File: config.mk
export PLATFORM = sky130hd
export DESIGN_NAME = ray_pass_scheduler
export DESIGN_NICKNAME = d
export VERILOG_FILES = /design/src/rtl/ray_sched_pkg.sv /design/src/rtl/ray_tag_store.sv /design/src/rtl/stage_census.sv /design/src/rtl/pass_sequencer.sv /design/src/rtl/ray_pass_scheduler.sv
export SDC_FILE = /design/constraint.sdc
export NUM_CORES = 1
export LEC_CHECK = 0
export BUFFER_PORTS_ARGS = -buffer_cell sky130_fd_sc_hd__buf_2
export CAP_MARGIN = 20
export CORE_AREA = 5 5 96 98
export CTS_BUF_LIST = sky130_fd_sc_hd__clkbuf_8
export CTS_CLUSTER_SIZE = 16
export DETAILED_ROUTE_END_ITERATION = 8
export DIE_AREA = 0 0 101 103
export GPL_TIMING_DRIVEN = 1
export PLACE_DENSITY = 0.86
export REMOVE_ABC_BUFFERS = 1
export SLEW_MARGIN = 5
export SYNTH_ARGS = -nofsm -noshare
export SYNTH_HDL_FRONTEND = slang
export SYNTH_SLANG_ARGS = --single-unit
export TNS_END_PERCENT = 20
File: constraint.sdc
create_clock -name clk -period 17.4 [get_ports clk]
set_input_delay 1.74 -clock clk [delete_from_list [all_inputs] [get_ports clk]]
set_output_delay 1.74 -clock clk [all_outputs]
set_load 0.1 [all_outputs]
File: src/rtl/ray_sched_pkg.sv
package ray_sched_pkg;

    localparam int TAG_W    = 3;
    localparam int N_STAGES = 4;

    // Stage tags; the low two bits of a live tag equal its kernel code
    localparam logic [TAG_W-1:0] TAG_GEN   = 3'd0;
    localparam logic [TAG_W-1:0] TAG_TRAV  = 3'd1;
    localparam logic [TAG_W-1:0] TAG_ISECT = 3'd2;
    localparam logic [TAG_W-1:0] TAG_SHADE = 3'd3;
    localparam logic [TAG_W-1:0] TAG_TERM  = 3'd7;

    typedef enum logic [1:0] {
        PH_IDLE  = 2'd0,
        PH_PICK  = 2'd1,
        PH_SCAN  = 2'd2,
        PH_DRAIN = 2'd3
    } phase_e;

    // Stage a ray moves to when kernel `kern` reports outcome `code`
    function automatic logic [TAG_W-1:0] advance_tag(input logic [1:0] kern,
                                                     input logic [1:0] code);
        logic [TAG_W-1:0] nxt;
        unique case (kern)
            2'd0: nxt = code[0] ? TAG_TRAV : TAG_TERM;
            2'd1: begin
                if (code == 2'b01)      nxt = TAG_TERM;
                else if (code == 2'b10) nxt = TAG_ISECT;
                else                    nxt = TAG_TRAV;
            end
            2'd2: nxt = code[0] ? TAG_SHADE : TAG_TRAV;
            default: nxt = code[0] ? TAG_TRAV : TAG_TERM;
        endcase
        return nxt;
    endfunction

endpackage

File: src/rtl/ray_tag_store.sv
module ray_tag_store
    import ray_sched_pkg::*;
#(
    parameter int NUM_RAYS = 8,
    localparam int IDW = (NUM_RAYS > 1) ? $clog2(NUM_RAYS) : 1
) (
    input  logic                      clk,
    input  logic                      rst_n,
    input  logic                      clear_all,
    input  logic                      wr_en,
    input  logic [IDW-1:0]            wr_id,
    input  logic [TAG_W-1:0]          wr_tag,
    output logic [NUM_RAYS*TAG_W-1:0] tags_o
);

    typedef struct packed {
        logic [NUM_RAYS-1:0][TAG_W-1:0] tag;
    } store_t;

    store_t s_d, s_q;

    always_comb begin
        s_d = s_q;
        if (clear_all) begin
            for (int r = 0; r < NUM_RAYS; r++) begin
                s_d.tag[r] = TAG_GEN;
            end
        end else if (wr_en && (int'(wr_id) < NUM_RAYS)) begin
            s_d.tag[wr_id] = wr_tag;
        end
    end

    always_ff @(posedge clk) begin
        if (!rst_n) begin
            for (int r = 0; r < NUM_RAYS; r++) begin
                s_q.tag[r] <= TAG_TERM;
            end
        end else begin
            s_q <= s_d;
        end
    end

    assign tags_o = s_q.tag;

endmodule

File: src/rtl/stage_census.sv
module stage_census
    import ray_sched_pkg::*;
#(
    parameter int NUM_RAYS = 8,
    localparam int CW = $clog2(NUM_RAYS + 1)
) (
    input  logic [NUM_RAYS*TAG_W-1:0] tags_i,
    output logic                      all_done_o,
    output logic [1:0]                pick_o
);

    logic [CW-1:0] wait_cnt [N_STAGES];

    // One population counter per live stage
    for (genvar s = 0; s < N_STAGES; s++) begin : g_stage
        logic [CW-1:0] n;
        always_comb begin
            n = '0;
            for (int r = 0; r < NUM_RAYS; r++) begin
                if (tags_i[r*TAG_W +: TAG_W] == TAG_W'(s)) begin
                    n = n + CW'(1);
                end
            end
        end
        assign wait_cnt[s] = n;
    end

    always_comb begin
        all_done_o = 1'b1;
        for (int r = 0; r < NUM_RAYS; r++) begin
            if (tags_i[r*TAG_W +: TAG_W] != TAG_TERM) begin
                all_done_o = 1'b0;
            end
        end
    end

    // Strict comparisons keep the earlier stage on a tie:
    // intersection, traversal, shading, generation
    always_comb begin
        logic [1:0]    best;
        logic [CW-1:0] best_n;
        best   = TAG_ISECT[1:0];
        best_n = wait_cnt[2];
        if (wait_cnt[1] > best_n) begin
            best   = TAG_TRAV[1:0];
            best_n = wait_cnt[1];
        end
        if (wait_cnt[3] > best_n) begin
            best   = TAG_SHADE[1:0];
            best_n = wait_cnt[3];
        end
        if (wait_cnt[0] > best_n) begin
            best   = TAG_GEN[1:0];
            best_n = wait_cnt[0];
        end
        pick_o = best;
    end

endmodule

File: src/rtl/pass_sequencer.sv
module pass_sequencer
    import ray_sched_pkg::*;
#(
    parameter int NUM_RAYS   = 8,
    parameter int KERNEL_LAT = 2,
    localparam int IDW = (NUM_RAYS > 1) ? $clog2(NUM_RAYS) : 1,
    localparam int CW  = $clog2(NUM_RAYS + 1),
    localparam int DW  = (KERNEL_LAT > 1) ? $clog2(KERNEL_LAT) : 1
) (
    input  logic                      clk,
    input  logic                      rst_n,
    input  logic                      frame_start,
    input  logic [NUM_RAYS*TAG_W-1:0] tags_i,
    input  logic                      all_done_i,
    input  logic [1:0]                pick_i,
    input  logic                      res_valid,
    input  logic [IDW-1:0]            res_id,
    input  logic [1:0]                res_code,
    output logic                      issue_valid,
    output logic [IDW-1:0]            issue_id,
    output logic                      wr_en,
    output logic [IDW-1:0]            wr_id,
    output logic [TAG_W-1:0]          wr_tag,
    output logic                      pass_active,
    output logic [1:0]                pass_kernel,
    output logic [CW-1:0]             pass_count,
    output logic                      pass_done,
    output logic                      frame_done
);

    typedef struct packed {
        phase_e              ph;
        logic [1:0]          kern;
        logic [IDW-1:0]      idx;
        logic [DW-1:0]       drain;
        logic [NUM_RAYS-1:0] issued;
        logic [CW-1:0]       cnt;
        logic                pass_done;
        logic                frame_done;
    } seq_t;

    seq_t q, d;

    logic [TAG_W-1:0] cur_tag;
    logic             in_window;
    logic             accept;

    assign cur_tag   = tags_i[q.idx*TAG_W +: TAG_W];
    assign in_window = (q.ph == PH_SCAN) || (q.ph == PH_DRAIN);
    assign accept    = res_valid && in_window && (int'(res_id) < NUM_RAYS)
                       && q.issued[res_id];

    always_comb begin
        d            = q;
        d.pass_done  = 1'b0;
        d.frame_done = 1'b0;
        issue_valid  = 1'b0;
        wr_en        = 1'b0;
        wr_id        = res_id;
        wr_tag       = advance_tag(q.kern, res_code);

        // Write-back of an outcome for a ray issued in this pass
        if (accept) begin
            wr_en             = 1'b1;
            d.issued[res_id]  = 1'b0;
        end

        unique case (q.ph)
            PH_IDLE: ;
            PH_PICK: begin
                if (all_done_i) begin
                    d.frame_done = 1'b1;
                    d.ph         = PH_IDLE;
                end else begin
                    d.kern   = pick_i;
                    d.idx    = '0;
                    d.cnt    = '0;
                    d.issued = '0;
                    d.ph     = PH_SCAN;
                end
            end
            PH_SCAN: begin
                if (cur_tag == {1'b0, q.kern}) begin
                    issue_valid     = 1'b1;
                    d.issued[q.idx] = 1'b1;
                    d.cnt           = q.cnt + CW'(1);
                end
                if (q.idx == IDW'(NUM_RAYS - 1)) begin
                    d.ph    = PH_DRAIN;
                    d.drain = DW'(KERNEL_LAT - 1);
                end else begin
                    d.idx = q.idx + IDW'(1);
                end
            end
            PH_DRAIN: begin
                if (q.drain == '0) begin
                    d.ph        = PH_PICK;
                    d.pass_done = 1'b1;
                end else begin
                    d.drain = q.drain - DW'(1);
                end
            end
            default: d.ph = PH_IDLE;
        endcase

        // A new frame overrides whatever the pass was doing
        if (frame_start) begin
            d.ph         = PH_PICK;
            d.issued     = '0;
            d.pass_done  = 1'b0;
            d.frame_done = 1'b0;
            issue_valid  = 1'b0;
            wr_en        = 1'b0;
        end
    end

    always_ff @(posedge clk) begin
        if (!rst_n) begin
            q <= '{ph: PH_IDLE, kern: 2'd0, idx: '0, drain: '0, issued: '0,
                   cnt: '0, pass_done: 1'b0, frame_done: 1'b0};
        end else begin
            q <= d;
        end
    end

    assign issue_id    = q.idx;
    assign pass_active = in_window;
    assign pass_kernel = q.kern;
    assign pass_count  = q.cnt;
    assign pass_done   = q.pass_done;
    assign frame_done  = q.frame_done;

endmodule

File: src/rtl/ray_pass_scheduler.sv
module ray_pass_scheduler
    import ray_sched_pkg::*;
#(
    parameter int NUM_RAYS   = 8,
    parameter int KERNEL_LAT = 2,
    localparam int IDW = (NUM_RAYS > 1) ? $clog2(NUM_RAYS) : 1,
    localparam int CW  = $clog2(NUM_RAYS + 1)
) (
    input  logic           clk,
    input  logic           rst_n,
    input  logic           frame_start,
    output logic           issue_valid,
    output logic [IDW-1:0] issue_id,
    input  logic           res_valid,
    input  logic [IDW-1:0] res_id,
    input  logic [1:0]     res_code,
    output logic           pass_active,
    output logic [1:0]     pass_kernel,
    output logic [CW-1:0]  pass_count,
    output logic           pass_done,
    output logic           frame_done
);

    logic [NUM_RAYS*TAG_W-1:0] tag_flat;
    logic                      wr_en;
    logic [IDW-1:0]            wr_id;
    logic [TAG_W-1:0]          wr_tag;
    logic                      all_done;
    logic [1:0]                pick;

    ray_tag_store #(.NUM_RAYS(NUM_RAYS)) u_store (
        .clk       (clk),
        .rst_n     (rst_n),
        .clear_all (frame_start),
        .wr_en     (wr_en),
        .wr_id     (wr_id),
        .wr_tag    (wr_tag),
        .tags_o    (tag_flat)
    );

    stage_census #(.NUM_RAYS(NUM_RAYS)) u_census (
        .tags_i     (tag_flat),
        .all_done_o (all_done),
        .pick_o     (pick)
    );

    pass_sequencer #(.NUM_RAYS(NUM_RAYS), .KERNEL_LAT(KERNEL_LAT)) u_seq (
        .clk         (clk),
        .rst_n       (rst_n),
        .frame_start (frame_start),
        .tags_i      (tag_flat),
        .all_done_i  (all_done),
        .pick_i      (pick),
        .res_valid   (res_valid),
        .res_id      (res_id),
        .res_code    (res_code),
        .issue_valid (issue_valid),
        .issue_id    (issue_id),
        .wr_en       (wr_en),
        .wr_id       (wr_id),
        .wr_tag      (wr_tag),
        .pass_active (pass_active),
        .pass_kernel (pass_kernel),
        .pass_count  (pass_count),
        .pass_done   (pass_done),
        .frame_done  (frame_done)
    );

endmodule

==> results_dict.tcl <==
set metrics [dict create \
    postSynthCellCount 649 \
    status "completed" \
    cpMostUsedCell "ha_1" \
    pwr-share-seq_pct 29.7 \
    yosysSeqAreaShare_pct 17.78 \
    leakagePower_nw 2.351 \
    layout-drive-gt1-share_pct 10.25 \
    portBuffers 21 \
    fin_crit_ns 8.028 \
    clockPowerShare_pct 19.0 \
    p_int_w 0.0002433 \
    ioPinCount 22 \
    max_stage_delay_ns 0.39 \
    dr.pass1.iters 5 \
    cts_resized 0 \
    num_antenna_cells 0 \
    yosysWarnings 0 \
    cts-hold-fix-buffers 0 \
    grt_pass1_vias 4488 \
    die_w_um 101 \
    wire_per_inst_um 16.08 \
    combPwrFrac_pct 51.3 \
    routed_wl_um 12090 \
    ys_ff_latch 46 \
    root_buffer "clkbuf_8" \
    syn-cell-area_um2 5179 \
    r2r.worst_path.cells 41 \
    arrival_ns 8.27 \
    clkTransAtPathRegs_ns 0.09 \
    period_share_pct 46.14 \
    cp.depth 41 \
    hold_viol 0 \
    crit_path_max_fanout 10 \
    drtAntennaViolNets 0 \
    synthTopCellsByCount "nand2_1 (85), inv_1 (62), ha_1 (55)" \
    path_buf_inv 3 \
    final_nets 707 \
    start_util_pct 61.79 \
    rsz0062_at_grt "false" \
    synth_flop_cell "dfxtp_1" \
    p_per_area_nw_per_um2 78.32 \
    cp.required_ns 17.65 \
    ys_types 65 \
    yosysTopAreaCell "dfxtp_1" \
    yosys-top-cells-area "dfxtp_1 (18%), ha_1 (13%), nand2_1 (6.2%)" \
    setup_viol 0 \
    avgViaCountPerCell 6.168 \
    gp_congestion 1.007 \
    synth_edf_count 0 \
    drtIter0Drc 301 \
    hp-class "reg2reg" \
    dp_hpwl_um 9420 \
    finClkSkew_ns 0.004559 \
    slew_viol_final 0 \
    max_slew_margin_pct 45.95 \
    antenna_found_initial 0 \
    core_um2 8381 \
    syn_to_final_growth_pct 3.527 \
    ir_drop_uv 61.35 \
    netSwitchingPower_w 0.0001766 \
    die_h_um 103 \
    cts_tree "done" \
    synth_top_area_share_pct 17.78 \
    clock-sinks 46 \
    power.total_w 0.0004199 \
    fmax_mhz 124.6 \
    synth_area_per_cell_um2 7.980 \
    grt_max_degree 37 \
    cts_buffers 5 \
    die_area_um2 10400 \
    row_count 34 \
    synthArstFlopShare_pct 0 \
    route.detailed.drc 0 \
    clk_latency_ns 0.30 \
    grt_pass1_wl_um 20670 \
    start_kind "flop" \
    hold_ws_ns 0.4626 \
    cp_top_family "compound AO/OA/AOI/OAI gates" \
    vias 4638 \
    post-cts-setup-buffers 0 \
    holdPathStages 1 \
    endpoint_kind "flop" \
    max-cap-violations 0 \
    netSwitchingFraction_pct 42.05 \
    grt_overflow 0 \
    grtUsageTotal_pct 24.00 \
    setup_tns_ns 0 \
    yosysMostFrequentCell "nand2_1" \
    worstMarginPinSlew_ns 0.8090 \
    cts.path.max_buffers 2 \
    crit_path_top_delay_cell "dfxtp_1" \
    h-tree-depth 2 \
    path_class "reg2reg" \
]
==> power groups by stage <==
stage               Sequential [W]  Combinational [W]  Clock (W)
floorplan                 0.000135           0.000161          0
global placement          0.000126           0.000202          0
detailed placement        0.000127           0.000214          0
CTS                       0.000124           0.000215  0.0000799
global route              0.000125           0.000243  0.0000842
finish                    0.000125           0.000215  0.0000799
==> sequential cells by signal, summed over array words and instances, names as in the netlist <==
signal / cells
u_seq.pass_count: 4
u_store.tags_o: 24
u_seq.pass_kernel: 2
u_seq.pass_done: 1
u_seq.issue_id: 3
u_seq.frame_done: 1
u_seq.q: 11
==> area by class of cell <==
| cell class | count | area [um^2] |
|---|---|---|
| Tap cell | 108 | 135.1 |
| Fill cell | 687 | 3019 |
| Inverter | 62 | 232.7 |
| Timing Repair Buffer | 21 | 105.1 |
| Multi-Input combinational cell | 507 | 3857 |
| Clock inverter | 3 | 41.29 |
| Clock buffer | 5 | 68.82 |
| Sequential cell | 46 | 920.9 |
==> cells in the final DEF, fill, tap and decap left out, drive strengths merged, types with 5 or more instances in the layout <==
cell and n:
a21boi 6, a21oi 26, a22oi 5, a31oi 6, and2 5, and3b 6, buf 21, clkbuf 5
dfxtp 46, ha 55, inv 63, mux2 8, mux2i 20, mux4 5, nand2 85, nand2b 11
nand3 15, nand3b 11, nand4 9, nor2 27, nor2b 10, nor3 26, nor3b 15, o21ai 15
o311ai 23, xnor2 41, xor2 23
==> through the flow <==
step                      area, um^2  std cells  util, %  worst slack (ns)
after floorplan                 5011        615        -             10.29
after global placement          5251        744    62.66             9.748
after detailed placement        5251        744    62.66             9.476
after CTS                       5361        752    63.97             9.444
after global routing            5361        752    63.97             8.584
final                           5361        752    63.97             9.372
==> cells by family after synthesis <==
family	count (synthesis)	share of synthesized area (%)
compound gates	112	15.34
mux	33	7.780
flops	46	17.78
fa+ha+maj	55	13.29
xor+xnor	67	13.19
simple gates	240	24.89
buf+inv	96	7.731
==> routing by layer <==
layer  GRT usage [%]  up-vias  share of wire (%)
li1                -     2268                  -
met1           29.72     2173                 43
met2           42.48      160                 50
met3           2.706       37                4.3
met4           9.714        0                3.0
met5               0        -                  0
==> final timing paths <==
check / start / to / slack, ns
worst max-delay path: u_store.tags_o[1] / u_seq.pass_kernel[1] / 9.37
worst min register to register: u_seq.q[14] / u_seq.pass_done / 0.46
worst min-delay path: u_seq.q[14] / u_seq.pass_done / 0.46
worst max register to register: u_store.tags_o[1] / u_seq.pass_kernel[1] / 9.37
(Power assumes the default switching activity.)
